File: src/rtl/rxr_pkg.sv
package rxr_pkg;
    localparam int PTR_W  = 16;
    localparam int LEN_W  = 13;
    localparam int DLY_W  = 16;
    localparam int ADDR_W = 16;

    localparam logic [ADDR_W-1:0] OFS_LEN  = 16'h2808;
    localparam logic [ADDR_W-1:0] OFS_HEAD = 16'h2810;
    localparam logic [ADDR_W-1:0] OFS_TAIL = 16'h2818;
    localparam logic [ADDR_W-1:0] OFS_DLY  = 16'h2820;

    typedef struct packed {
        logic [PTR_W-1:0] head;
        logic [PTR_W-1:0] tail;
    } ring_st_t;

    typedef struct packed {
        logic [DLY_W-1:0] cnt;
        logic             pend;
        logic             irq;
    } coal_st_t;

    typedef struct packed {
        logic [LEN_W-1:0] len;
        logic [DLY_W-1:0] dly;
        logic             herr;
    } cfg_st_t;
endpackage

File: src/rtl/rxr_tick.sv
module rxr_tick #(
    parameter int PRESCALE = 1024
) (
    input  logic clk,
    input  logic rst_n,
    output logic tick_o
);
    localparam int CW = (PRESCALE > 2) ? $clog2(PRESCALE) : 1;
    localparam logic [CW-1:0] LAST = CW'(PRESCALE - 1);

    logic [CW-1:0] pre_d, pre_q;

    always_comb begin
        pre_d = (pre_q == LAST) ? '0 : pre_q + 1'b1;
    end

    always_ff @(posedge clk or negedge rst_n) begin
        if (!rst_n) pre_q <= '0;
        else        pre_q <= pre_d;
    end

    assign tick_o = (pre_q == LAST);

    AST_TICK_GAP: assert property (@(posedge clk) disable iff (!rst_n)
        tick_o |=> !tick_o);
endmodule

File: src/rtl/rxr_ring.sv
module rxr_ring
    import rxr_pkg::*;
(
    input  logic             clk,
    input  logic             rst_n,
    input  logic [LEN_W-1:0] len_i,
    input  logic             active_i,
    input  logic             head_we_i,
    input  logic             tail_we_i,
    input  logic [PTR_W-1:0] ptr_wdata_i,
    input  logic             pkt_i,
    output logic [PTR_W-1:0] head_o,
    output logic [PTR_W-1:0] tail_o,
    output logic             empty_o,
    output logic             adv_o
);
    localparam int SZ_W = LEN_W + 3;

    ring_st_t st_d, st_q;
    logic [SZ_W-1:0]  ring_sz;
    logic [PTR_W:0]   head_inc;

    assign ring_sz  = {len_i, 3'b000};
    assign head_inc = {1'b0, st_q.head} + 1'b1;
    assign empty_o  = (st_q.head == st_q.tail);
    assign adv_o    = pkt_i && active_i && !empty_o;

    always_comb begin
        st_d = st_q;
        if (head_we_i) begin
            st_d.head = ptr_wdata_i;
        end else if (adv_o) begin
            if (head_inc == (PTR_W+1)'(ring_sz)) st_d.head = '0;
            else                                  st_d.head = head_inc[PTR_W-1:0];
        end
        if (tail_we_i) st_d.tail = ptr_wdata_i;
    end

    always_ff @(posedge clk or negedge rst_n) begin
        if (!rst_n) st_q <= '0;
        else        st_q <= st_d;
    end

    assign head_o = st_q.head;
    assign tail_o = st_q.tail;

    AST_EMPTY_HOLD: assert property (@(posedge clk) disable iff (!rst_n)
        (empty_o && !head_we_i) |=> $stable(head_o));
endmodule

File: src/rtl/rxr_coalesce.sv
module rxr_coalesce
    import rxr_pkg::*;
(
    input  logic             clk,
    input  logic             rst_n,
    input  logic             pkt_i,
    input  logic             tick_i,
    input  logic             flush_i,
    input  logic [DLY_W-1:0] dly_i,
    output logic             irq_o
);
    coal_st_t st_d, st_q;

    always_comb begin
        st_d     = st_q;
        st_d.irq = 1'b0;
        if (pkt_i) begin
            if (dly_i == '0) begin
                st_d.irq  = 1'b1;
                st_d.pend = 1'b0;
            end else begin
                st_d.pend = 1'b1;
                st_d.cnt  = dly_i;
            end
        end else if (st_q.pend) begin
            if (flush_i) begin
                st_d.irq  = 1'b1;
                st_d.pend = 1'b0;
            end else if (tick_i) begin
                if (st_q.cnt <= 1) begin
                    st_d.irq  = 1'b1;
                    st_d.pend = 1'b0;
                end else begin
                    st_d.cnt = st_q.cnt - 1'b1;
                end
            end
        end
    end

    always_ff @(posedge clk or negedge rst_n) begin
        if (!rst_n) st_q <= '0;
        else        st_q <= st_d;
    end

    assign irq_o = st_q.irq;

    AST_ZERO_DELAY: assert property (@(posedge clk) disable iff (!rst_n)
        (pkt_i && dly_i == '0) |=> irq_o);
    AST_FLUSH_FIRE: assert property (@(posedge clk) disable iff (!rst_n)
        (st_q.pend && flush_i && !pkt_i) |=> irq_o);
    AST_IRQ_CAUSE: assert property (@(posedge clk) disable iff (!rst_n)
        $rose(irq_o) |-> $past(st_q.pend || pkt_i));
endmodule

File: src/rtl/rxr_ptr_mgr.sv
module rxr_ptr_mgr
    import rxr_pkg::*;
#(
    parameter int PRESCALE = 1024
) (
    input  logic        clk,
    input  logic        rst_n,
    input  logic        reg_wr,
    input  logic [15:0] reg_addr,
    input  logic [31:0] reg_wdata,
    output logic [31:0] reg_rdata,
    input  logic        rx_enable,
    input  logic        pkt_done,
    output logic        rx_active,
    output logic        desc_avail,
    output logic        cfg_err,
    output logic        head_err,
    output logic        rx_irq
);
    cfg_st_t cfg_d, cfg_q;
    logic [PTR_W-1:0] head, tail;
    logic empty, adv, tick, flush;
    logic wr_len, wr_head, wr_tail, wr_dly, head_we;
    logic unused_bits;

    assign wr_len  = reg_wr && (reg_addr == OFS_LEN);
    assign wr_head = reg_wr && (reg_addr == OFS_HEAD);
    assign wr_tail = reg_wr && (reg_addr == OFS_TAIL);
    assign wr_dly  = reg_wr && (reg_addr == OFS_DLY);
    assign flush   = wr_dly && reg_wdata[31];
    assign head_we = wr_head && !rx_active;

    assign cfg_err   = (cfg_q.len == '0);
    assign rx_active = rx_enable && !cfg_err;
    assign desc_avail = rx_active && !empty;
    assign head_err  = cfg_q.herr;
    assign unused_bits = ^{reg_wdata[30:20], reg_wdata[6:0]};

    always_comb begin
        cfg_d = cfg_q;
        if (wr_len) cfg_d.len = reg_wdata[19:7];
        if (wr_dly) cfg_d.dly = reg_wdata[DLY_W-1:0];
        if (wr_head && rx_active) cfg_d.herr = 1'b1;
    end

    always_ff @(posedge clk or negedge rst_n) begin
        if (!rst_n) cfg_q <= '0;
        else        cfg_q <= cfg_d;
    end

    always_comb begin
        unique case (reg_addr)
            OFS_LEN:  reg_rdata = {12'h000, cfg_q.len, 7'h00};
            OFS_HEAD: reg_rdata = {16'h0000, head};
            OFS_TAIL: reg_rdata = {16'h0000, tail};
            OFS_DLY:  reg_rdata = {16'h0000, cfg_q.dly};
            default:  reg_rdata = '0;
        endcase
    end

    rxr_tick #(.PRESCALE(PRESCALE)) u_tick (
        .clk    (clk),
        .rst_n  (rst_n),
        .tick_o (tick)
    );

    rxr_ring u_ring (
        .clk         (clk),
        .rst_n       (rst_n),
        .len_i       (cfg_q.len),
        .active_i    (rx_active),
        .head_we_i   (head_we),
        .tail_we_i   (wr_tail),
        .ptr_wdata_i (reg_wdata[PTR_W-1:0]),
        .pkt_i       (pkt_done),
        .head_o      (head),
        .tail_o      (tail),
        .empty_o     (empty),
        .adv_o       (adv)
    );

    rxr_coalesce u_coal (
        .clk     (clk),
        .rst_n   (rst_n),
        .pkt_i   (adv),
        .tick_i  (tick),
        .flush_i (flush),
        .dly_i   (cfg_q.dly),
        .irq_o   (rx_irq)
    );

    AST_HERR_STICKY: assert property (@(posedge clk) disable iff (!rst_n)
        head_err |=> head_err);
    AST_HEAD_LOCK: assert property (@(posedge clk) disable iff (!rst_n)
        (rx_active && wr_head && !adv) |=> $stable(head));
    AST_CFG_BLOCK: assert property (@(posedge clk) disable iff (!rst_n)
        (wr_len && reg_wdata[19:7] == '0) |=> !rx_active);
endmodule

File: config.mk
export PLATFORM = sky130hd
export DESIGN_NAME = rxr_ptr_mgr
export DESIGN_NICKNAME = d
export VERILOG_FILES = /design/src/rtl/rxr_pkg.sv /design/src/rtl/rxr_tick.sv /design/src/rtl/rxr_ring.sv /design/src/rtl/rxr_coalesce.sv /design/src/rtl/rxr_ptr_mgr.sv
export SDC_FILE = /design/constraint.sdc
export NUM_CORES = 1
export LEC_CHECK = 0
export ABC_AREA = 0
export BUFFER_PORTS_ARGS = -buffer_cell sky130_fd_sc_hd__buf_2
export CORE_MARGIN = 1.5
export CORE_UTILIZATION = 50
export DETAILED_ROUTE_END_ITERATION = 8
export GPL_ROUTABILITY_DRIVEN = 0
export GPL_TIMING_DRIVEN = 0
export PLACE_DENSITY_LB_ADDON = 0.12
export SLEW_MARGIN = 15
export SYNTH_ARGS = -nofsm -noshare
export SYNTH_HDL_FRONTEND = slang
export SYNTH_SLANG_ARGS = --single-unit
File: constraint.sdc
create_clock -name clk -period 3.7 [get_ports clk]
set_input_delay 0.185 -clock clk [delete_from_list [all_inputs] [get_ports clk]]
set_output_delay 0.185 -clock clk [all_outputs]
set_load 0.01 [all_outputs]
## After elaboration in Yosys (flattened, before gate mapping)

Index checks and enable logic that the tools add are counted.

- Word-level logic and storage cells: 58
- Register bits after elaboration: 90
- Input port bits: 53

- Magnitude comparators: 1
- Reduce and logical (&&, ||, !) cells: 20
- Mux-type cells: 15
- Equal/unequal tests: 10
- Add/subtract/negate cells: 3

Operators with widths:

| cell | count |
|---|---|
| two-way mux 16 bit | 6 |
| case mux 20 bit (4 select lines) | 1 |
| equality test 16 x 14 -> 1 bit (second input constant) | 4 |
| two-way mux 18 bit | 3 |
| adder 16 x 1 -> 17 bit (second input constant) | 1 |
| equality test 17 x 16 -> 1 bit | 1 |
| equality test 16 bit | 1 |
| less-or-equal comparator 16 x 1 -> 1 bit (second input constant) | 1 |
| zero test 16 bit | 1 |
| subtractor 16 x 1 -> 16 bit (second input constant) | 1 |
| zero test 13 bit | 1 |
| logical AND 1 bit | 11 |
| adder 10 x 1 -> 10 bit (second input constant) | 1 |
| equality test 10 bit (second input constant) | 1 |
| two-way mux 10 bit | 1 |
| inequality test 2 bit (second input constant) | 3 |
| nonzero test 2 bit | 3 |
| AND reduction 5 bit | 1 |
| two-way mux 2 bit | 2 |
| zero test 1 bit | 3 |
| two-way mux 1 bit | 2 |

## Longest topological paths before layout

Gate-level depths: netlist of run 1.

- Word-level depth: 7
- Mapped depth: 10
- Mapped depth without buffers: 8

## Modules after synthesis

Synthesis of run 1 repeated with hierarchy kept, for this count alone.

- Cell total of the unflattened synthesis: 618
- Area total of the unflattened synthesis: 6089.6 um^2

By module, submodules not included:

| module | cells an instance | sequential area each (um^2) | times used | area an instance (um^2) |
|---|---|---|---|---|
| rxr_ring | 274 | 800.8 | 1 | 2494.9 |
| rxr_ptr_mgr | 159 | 750.7 | 1 | 1891.8 |
| rxr_coalesce | 143 | 450.4 | 1 | 1229.9 |
| rxr_tick | 42 | 250.2 | 1 | 473.0 |

## Worst setup path after synthesis of run 1

Ideal clock, no wire load.

- Kind: reg-to-reg
- Start point: register u_ring.st_q (netlist bit u_ring.head_o[15])
- End point: register u_coal.st_q[11] in the netlist's numbering
- Path buffers: 3
- Path slack: 0.971 ns
- Arrival: 2.608 ns
- Period minus slack after synthesis: 2.729 ns
- Data required time: 3.578 ns
- Cell stages (with the launch flop): 11
- Library setup time: 0.122 ns
- Cell sequence: dfrtp_1 > buf_2 > xor2_1 > nor4_1 > nand4_1 > and3_1 > buf_6 > or4_1 > buf_2 > or3_1 > a32o_1

- Cells in the longest elaborated chain, start to end: 5

RTL lines:

| element | RTL line | RTL |
|---|---|---|
| start, declared | rxr_ring.sv:19 | `ring_st_t st_d, st_q;` |
| start signal, assigned | rxr_ring.sv:41 | `else st_q <= st_d;` |
| equality test 16 bit * | rxr_ring.sv:25 | `assign empty_o = (st_q.head == st_q.tail);` |
| zero test 1 bit * | rxr_ring.sv:26 | `assign adv_o = pkt_i && active_i && !empty_o;` |
| logical AND 1 bit * | rxr_ring.sv:26 |  |
| inequality test 2 bit (no source line) / nonzero test 2 bit (equally long branches) | - |  |
| AND reduction 5 bit (no source line) | - |  |
| end signal, assigned | rxr_coalesce.sv:42 | `else st_q <= st_d;` |
| end, declared | rxr_coalesce.sv:12 | `coal_st_t st_d, st_q;` |

Every way passes the cells marked *; elsewhere a longest branch is shown, timed or not.
A chain may end at the register's enable or synchronous reset.

## Worst setup path after layout of run 1

- Start point: register u_ring.st_q (netlist bit u_ring.head_o[6])
- End point: register u_coal.st_q[11] in the netlist's numbering

The elaborated chain is that of the path after synthesis.

==> reports/results.txt, run 1 <==
Ranked by total cell area, the synthesized netlist is headed by dfrtp_1, mux2_2, xor2_1, a22oi_1, nor4_1. The largest total area in the synthesized netlist belongs to dfrtp_1. The length of the first detailed-routing pass in iterations was 8; the transition at the pin with the smallest max-transition slack was 1.013 ns. The worst register-to-register path has a depth of 10. The initial antenna violation count was 0; the combined area of all synthesized cells was 0.005552 sq mm.

The area fraction of the dominant cell type after synthesis works out to 0.4057. The worst-case hold path end point is cfg_q[27]. The worst hold path begins at reg_wdata[17]. The highest fanout seen on the critical path is 10. For the count of vias placed by the detailed router, the log shows 5,047. The largest net degree at the start of global routing is 47. The die outline area was 0.01174 sq mm; the average wire length per cell after detail routing was 19.79 microns. The run finished with clean final reports. The final-report hold violation count was 0. The completed layout was analyzed and its total power is 1.707 mW.

The worst hold path belongs to the class input port to flip-flop. The commonest cells after synthesis are dfrtp_1, mux2_2, nand2_1. A synthesized cell averages 9.588 sq um.

The worst clock skew was 0.008139 ns; the layout overhead on the synthesized area was 13.59%. The die height was 108.4 microns. The cell count after synthesis came out at 579. For this run, the post-layout net count is 725. For the overall overflow remaining after global route, the log shows 0. The logs give 90 for the I/O pin count and 38 for the number of rows in the core area. The proportion of synthesized chip area in sequential cells came out at 0.4057. The number of routed nets with antenna violations is 0, and the total of max-cap violations is 0. The H-tree generated during clock tree synthesis spans 3 levels. The remaining max-slew budget at the tightest pin was 0.3229; the share of flip-flops with an asynchronous set or reset after synthesis was 1.000. The floorplan step set the die width to 108.4 microns.

In this run the critical register-to-register path is launched from u_ring.head_o[6]. Setup repair after global routing left no endpoint under its margin. Delay contributed by the slowest stage of the critical path: 0.50 ns. The layout cell share with drive strength beyond 1 works out to 0.2259.

The repair_antennas step left the layout with diodes totalling 0. The total of flip-flops plus latches after synthesis was 90; the arrival time at the worst endpoint was 3.59 ns. The root buffer cell was clkbuf_8.

For the maximum count of clock buffers along a single path, the log shows 2. The clock latency on the worst-skew pair was 0.38 ns; the first-iteration detailed-routing DRC count was 399. Timing would allow up to 0.3020 GHz.

After clock tree synthesis, the repair step resized 0 gates. The clock-pin slew of the registers on the worst-case setup and hold paths is 0.09 ns. TritonCTS built the clock tree. The worst register-to-register path ends at u_coal.st_q[11].

At the worst endpoint, the required time is 3.97 ns. The tools report the kind of end point of the critical path as a flip-flop. The worst path needs 3.311 ns of the cycle, external delays included. Buffers placed on the I/O ports in this run total 65. The total of endpoints with negative setup slack in the final report is 0. The area of the core is 0.01084 sq mm, and the post-detailed-route DRC marker count is 0.

The total CTS buffers came out at 9. The period utilization is 0.8950, and the register-to-register setup slack is 0.39 ns. Among all cell types in the netlist, the one instantiated most often is dfrtp_1. Counting both buffers and inverters, the worst setup path holds a total of 3. The largest individual stage delay along the critical path comes from the cell or4_1. The analysis attributes to cell leakage a power of 2.995 nW. The first global-routing pass estimated 25,760 microns of wire.

The final layout contains routed wiring with a total length of 16,090 microns. Total routing resource utilization after global routing: 0.2926. The post-synthesis cell type count is 57, and the maximum resistive drop on vdd is 0.1492 mV. For the initial standard-cell utilization of the core, the log shows 0.5121. Number of synthesis warnings: 0. In the routed layout, each cell is associated on average with a via count of 6.208. Worst hold path depth: 2. The sink count of the clock tree was 90; the cell area power density was 270.7 mW/mm^2.

The kind of cell with the highest combined delay along the critical path is simple AND/OR/NAND/NOR gates. Traced cell by cell, the critical path runs through clkbuf_1, xor2_1, nor4_1, nand4_1, and3_1, buf_6, or4_1, buf_2, or3_1, a32o_1. STA classifies the critical path startpoint as a flip-flop. The final HPWL from detailed placement came out at 11,860 microns. For this run, the leading register cell type out of synthesis is dfrtp_1.

Setup total negative slack on the finished layout was measured at 0 ns. By startpoint and endpoint, the worst setup path is classified as flip-flop to flip-flop. The number of enable flip-flop cells after synthesis was 0; the via count of the first global-routing pass was 4,833. The run gives 0 as the max-slew violation total from the final report.
-- cells by family (layout without fill, tap and decap cells) --
group	count (synthesis)	count (layout)	synth area share
AO/OA/AOI/OAI	117	117	0.1476
AND/OR/NAND/NOR	204	204	0.1992
multiplexers	59	59	0.1165
flip-flops	90	90	0.4057
other	1	12	0.0006755
adder cells (fa/ha/maj)	4	4	0.009015
buffers and inverters	63	146	0.05657
XOR/XNOR	41	41	0.06468
-- power breakdown --
group,switching (mW),internal [mW]
sequential,0.000912,0.984
clock,0.372,0.262
combinational,0.0536,0.0347
total,0.427,1.28
-- per-layer routing --
| metal | global-route usage | wire, microns | up-vias |
|---|---|---|---|
| met5 | 0 | 0 | - |
| met4 | 0.1278 | 437 | 0 |
| met3 | 0.04400 | 1065 | 31 |
| met2 | 0.4751 | 7896 | 215 |
| met1 | 0.3885 | 6692 | 2477 |
| li1 | - | - | 2324 |
-- worst register-to-register path, stage by stage, from the launching register on --
cell	delay (ns)
dfrtp_1	0.33
clkbuf_1	0.42
xor2_1	0.13
nor4_1	0.31
nand4_1	0.29
and3_1	0.28
buf_6	0.14
or4_1	0.50
buf_2	0.19
or3_1	0.36
a32o_1	0.26
-- worst max-delay path by stage --
stage / cells after the start / slack (ns) / end / start
5_1_grt: 10 / 0.25 / u_coal.st_q[11] / u_ring.head_o[6]
3_5_place_dp: 10 / 0.43 / u_coal.st_q[11] / u_ring.head_o[6]
6_report: 10 / 0.39 / u_coal.st_q[11] / u_ring.head_o[6]
3_3_place_gp: 10 / 0.44 / u_coal.st_q[11] / u_ring.head_o[6]
4_1_cts: 10 / 0.40 / u_coal.st_q[11] / u_ring.head_o[6]
2_1_floorplan: 10 / 0.97 / u_coal.st_q[11] / u_ring.head_o[15]
-- layout make-up --
cell class	count	area, sq um
inverters	15	56.30
clock inverters	4	27.53
fillers	986	4534
repair buffers	67	365.4
well taps	140	175.2
flip-flops and latches	90	2252
clock buffers	12	145.1
multi-input cells	437	3027
plain buffers	48	257.7
-- flip-flops by register name, summed over array words and instances (netlist names) --
name	count
u_ring.tail_o	16
u_tick.pre_q	10
head_err	1
u_ring.head_o	16
cfg_q	29
u_coal.irq_o	1
u_coal.st_q	17
-- layout by cell type, fill, tap and decap left out, types with 4 or more instances in the layout --
cell type and count:
xor2_1 26, o211ai_1 12, xnor2_1 15, inv_1 15, or4_1 6, a22oi_1 22, clkbuf_8 10, dfrtp_1 90
or3_1 8, and3_1 10, nor4_1 24, mux2i_1 14, o21ai_0 29, a211oi_1 5, o22ai_1 4, nor3_1 11
nand3_1 19, nor2_1 36, mux2_2 45, clkbuf_1 27, ha_1 4, buf_4 14, nand2_1 39, a21oi_1 13
and2_1 10, a222oi_1 7, nand4_1 16, conb_1 12, buf_2 69, nand2b_1 6, and4_1 7
-- per-stage QoR --
stage,std cells,cell area (sq um),utilization,hold WS [ns],worst slack [ns]
after detailed placement,796,6123,0.5649,0.2280,0.4338
after global placement,795,6093,0.5621,0.4163,0.4361
after global routing,813,6306,0.5817,0.02943,0.2470
after floorplan,590,5593,-,-0.1106,0.9707
final,813,6306,0.5817,0.02704,0.3885
after CTS,813,6306,0.5817,0.02475,0.4001
-- timing repair --
action	in CTS	in global routing
hold endpoints to repair	44	0
buffers inserted	0	0
hold buffers	1	0
Note: power is estimated with default switching activity, not from simulation.
==> run 2: changes to the inputs <==
Settings changed: GPL_TIMING_DRIVEN 0 to unset.
==> reports/results.txt, run 2 (same netlist as run 1, synthesis figures left out) <==
The flow ran to the end, and the final reports show no timing, DRC or antenna violations. The tools report the I/O pin count as 90 (unchanged). Traced cell by cell, the critical path runs through xor2_1, nor4_1, nand4_1, and3_1, or4_1, or3_1, a32o_1.

The tools report the initial standard-cell utilization of the core as 0.5121 (unchanged). The worst register-to-register path begins at u_ring.head_o[7]. The total of max-cap violations was 0 (unchanged). Kind of cell with the highest combined delay on the critical path: simple AND/OR/NAND/NOR gates. The number of port buffers was 66 (+1.5%); the layout cell share with drive strength beyond 1 was 0.2269 (+0.001063). The clock-pin slew of the registers on the worst-case setup and hold paths was 0.09 ns (about the same); the horizontal die dimension was 108.4 microns (unchanged).

The total of endpoints with negative setup slack in the final report is 0 (unchanged). The largest registers in the layout are cfg_q: 29 flops, u_coal.st_q: 17 flops. The tools report the total routing resource utilization after global routing as 0.2894 (-0.003238).

The via count of the first global-routing pass was 4,851 (+0.37%); the met2 routed wirelength was 7775 microns (-1.5%). The tools report the length of the first detailed-routing pass in iterations as 6 (-2). The die outline area came out at 0.01174 sq mm (unchanged). The initial antenna violation count came out at 0 (unchanged). The type of the most critical hold path was input port to flip-flop. Overall overflow remaining after global route: 0 (unchanged). The worst hold path depth works out to 2 (unchanged). The critical path is of the flip-flop to flip-flop type. The average wire length per cell after detail routing came out at 20.31 microns (+2.6%). The first-iteration detailed-routing DRC count was 485 (+22%). The highest fanout seen on the critical path is 10 (unchanged).

Among all stages on the critical path, the largest delay is contributed by or4_1. The register-to-register setup slack was 0.51 ns (+0.12 ns). The tools report the worst-case hold path end point as cfg_q[26]. The number of setup buffers added after CTS was 0 (unchanged); the maximum count of clock buffers along a single path was 2 (unchanged).

The maximum resistive drop on vdd was 0.3322 mV (+120%); the period utilization was 0.8616 (-0.03342). TritonCTS built the clock tree. The total inserted antenna cells came out at 0 (unchanged).

The delay contributed by the slowest stage of the critical path works out to 0.71 ns (+0.21 ns). The routed length on met1 was 6704 microns (+0.18%). The tools report the number of hold buffers added after cts as 1 (unchanged).

The tools report the data required time at the worst endpoint as 3.97 ns (about the same). The worst register-to-register path ends at u_coal.st_q[11]. STA classifies the critical path endpoint as a flip-flop. The number of flip-flops under the largest register name is 29 (unchanged), and the post-detailed-route via-to-cell ratio is 6.273 (+1.1%).

The tools report the startpoint of the worst hold path as reg_wdata[16]. The transition at the pin with the smallest max-transition slack is 0.8966 ns (-0.1165 ns), and the arrival time at the worst endpoint is 3.46 ns (-0.13 ns). The final setup TNS was 0 ns (unchanged); the number of routed nets with antenna violations was 0 (unchanged). For the global-route wire length before repair, the log shows 25,850 microns (+0.35%). The number of levels the H-tree was split into was 3 (unchanged). The total CTS buffers was 9 (unchanged); the number of fillers in the final layout was 992 (+0.61%). The library cell used most frequently in the layout, excluding fill and tap cells, is dfrtp_1. The max-slew violation total from the final report is 0 (unchanged). The worst setup path is launched from a flip-flop.

The maximum achievable frequency came out at 0.3137 GHz (+3.9%). The routed length on met3 was 906 microns (-15%); the number of gates resized after cts was 0 (unchanged). The cell area reported after detailed placement came out at 0.005948 sq mm (-2.9%).

The logs give 11,340 microns (-4.4%) for the final HPWL from detailed placement and 0.006178 sq mm (-2.0%) for the final standard cell area without fillers. For the leakage power figure, the log shows 2.934 nW (-2.0%). The number of rows in the core area is 38 (unchanged), and the cell area power density is 296.3 mW/mm^2 (+9.5%). The highest signal layer in the routed design was met4.

The logs give 0.01003 ns (+0.001889 ns) for the worst clock skew and 65 (+38%) for the largest net degree at the start of global routing. Setup repair after global routing left no endpoint under its margin. The time the final worst path needs with I/O delays and setup was 3.188 ns (-0.1236 ns); the number of nets at the end of the flow was 691 (-4.7%). The most critical setup path has its startpoint at u_ring.head_o[7]. The area of the core is 0.01084 sq mm (unchanged). The post-detailed-route DRC marker count was 0 (unchanged); the clock latency on the worst-skew pair was 0.38 ns (about the same). The total buffers and inverters traversed by the critical path came out at 0 (-3). The cell depth of the worst flop-to-flop path came out at 7 (-3).

The final-report hold violation count came out at 0 (unchanged). The sink count of the clock tree came out at 90 (unchanged). For the detailed-route wire length, the log shows 15,820 microns (-1.7%). The register containing the most flip-flops in the final layout was cfg_q. In the layout the commonest cells are dfrtp_1, buf_2, mux2_2. The count of vias placed by the detailed router was 4,887 (-3.2%); the remaining max-slew budget at the tightest pin was 0.4008 (+0.07796).

Relative to the synthesized area, the layout overhead comes to 11.29%. The die height came out at 108.4 microns (unchanged). Clock tree synthesis selected as its root buffer the cell clkbuf_8.
==> run 2: cell count changes in the layout (fill, tap and decap cells not counted), moves of 2 or more <==
cell       before  now
buf_1           2    0
buf_2          69   65
buf_6           3    0
bufinv_16       0    2
clkbuf_1       27    2
==> run 2: cell type report <==
class	instances	area (sq um)	share of cell area
Tap cell	140	175.2	0.02835
Clock inverter	4	75.07	0.01215
Sequential cell	90	2252	0.3645
Clock buffer	12	145.1	0.02349
Inverter	15	56.30	0.009113
Timing Repair Buffer	81	447.9	0.07250
Multi-Input combinational cell	437	3027	0.4899
==> run 2: stage by stage <==
stage | power, mW | hold slack, ns | std cells | utilization | setup WS [ns]
2_1_floorplan | 1.033 | -0.1106 | 590 | - | 0.9707
3_3_place_gp | 1.077 | 0.3264 | 762 | 0.5487 | 0.6118
3_5_place_dp | 1.079 | 0.3383 | 762 | 0.5487 | 0.5496
4_1_cts | 1.840 | 0.02637 | 779 | 0.5699 | 0.5440
5_1_grt | 1.895 | 0.02503 | 779 | 0.5699 | 0.1804
6_report | 1.831 | 0.03283 | 779 | 0.5699 | 0.5122
==> run 2: worst max-delay path by stage <==
stage / depth (start not counted) / to
floorplan: 10 / u_coal.st_q[11]
global placement: 8 / u_ring.head_o[8]
detailed placement: 8 / u_ring.head_o[13]
CTS: 7 / u_coal.st_q[11]
global route: 8 / u_ring.head_o[13]
finish: 7 / u_coal.st_q[11]
==> run 2: metal layers <==
metal,vias up,global-route usage
met3,33,0.05184
met5,-,0
li1,2241,-
met4,0,0.1222
met1,2423,0.3821
met2,190,0.4684
==> run 2: power by group <==
group	leakage, nW	internal, mW	switching, mW	total, mW
clock	0.103	0.400	0.372	0.772
combinational	1.63	0.0237	0.0497	0.0733
sequential	1.20	0.984	0.00164	0.986
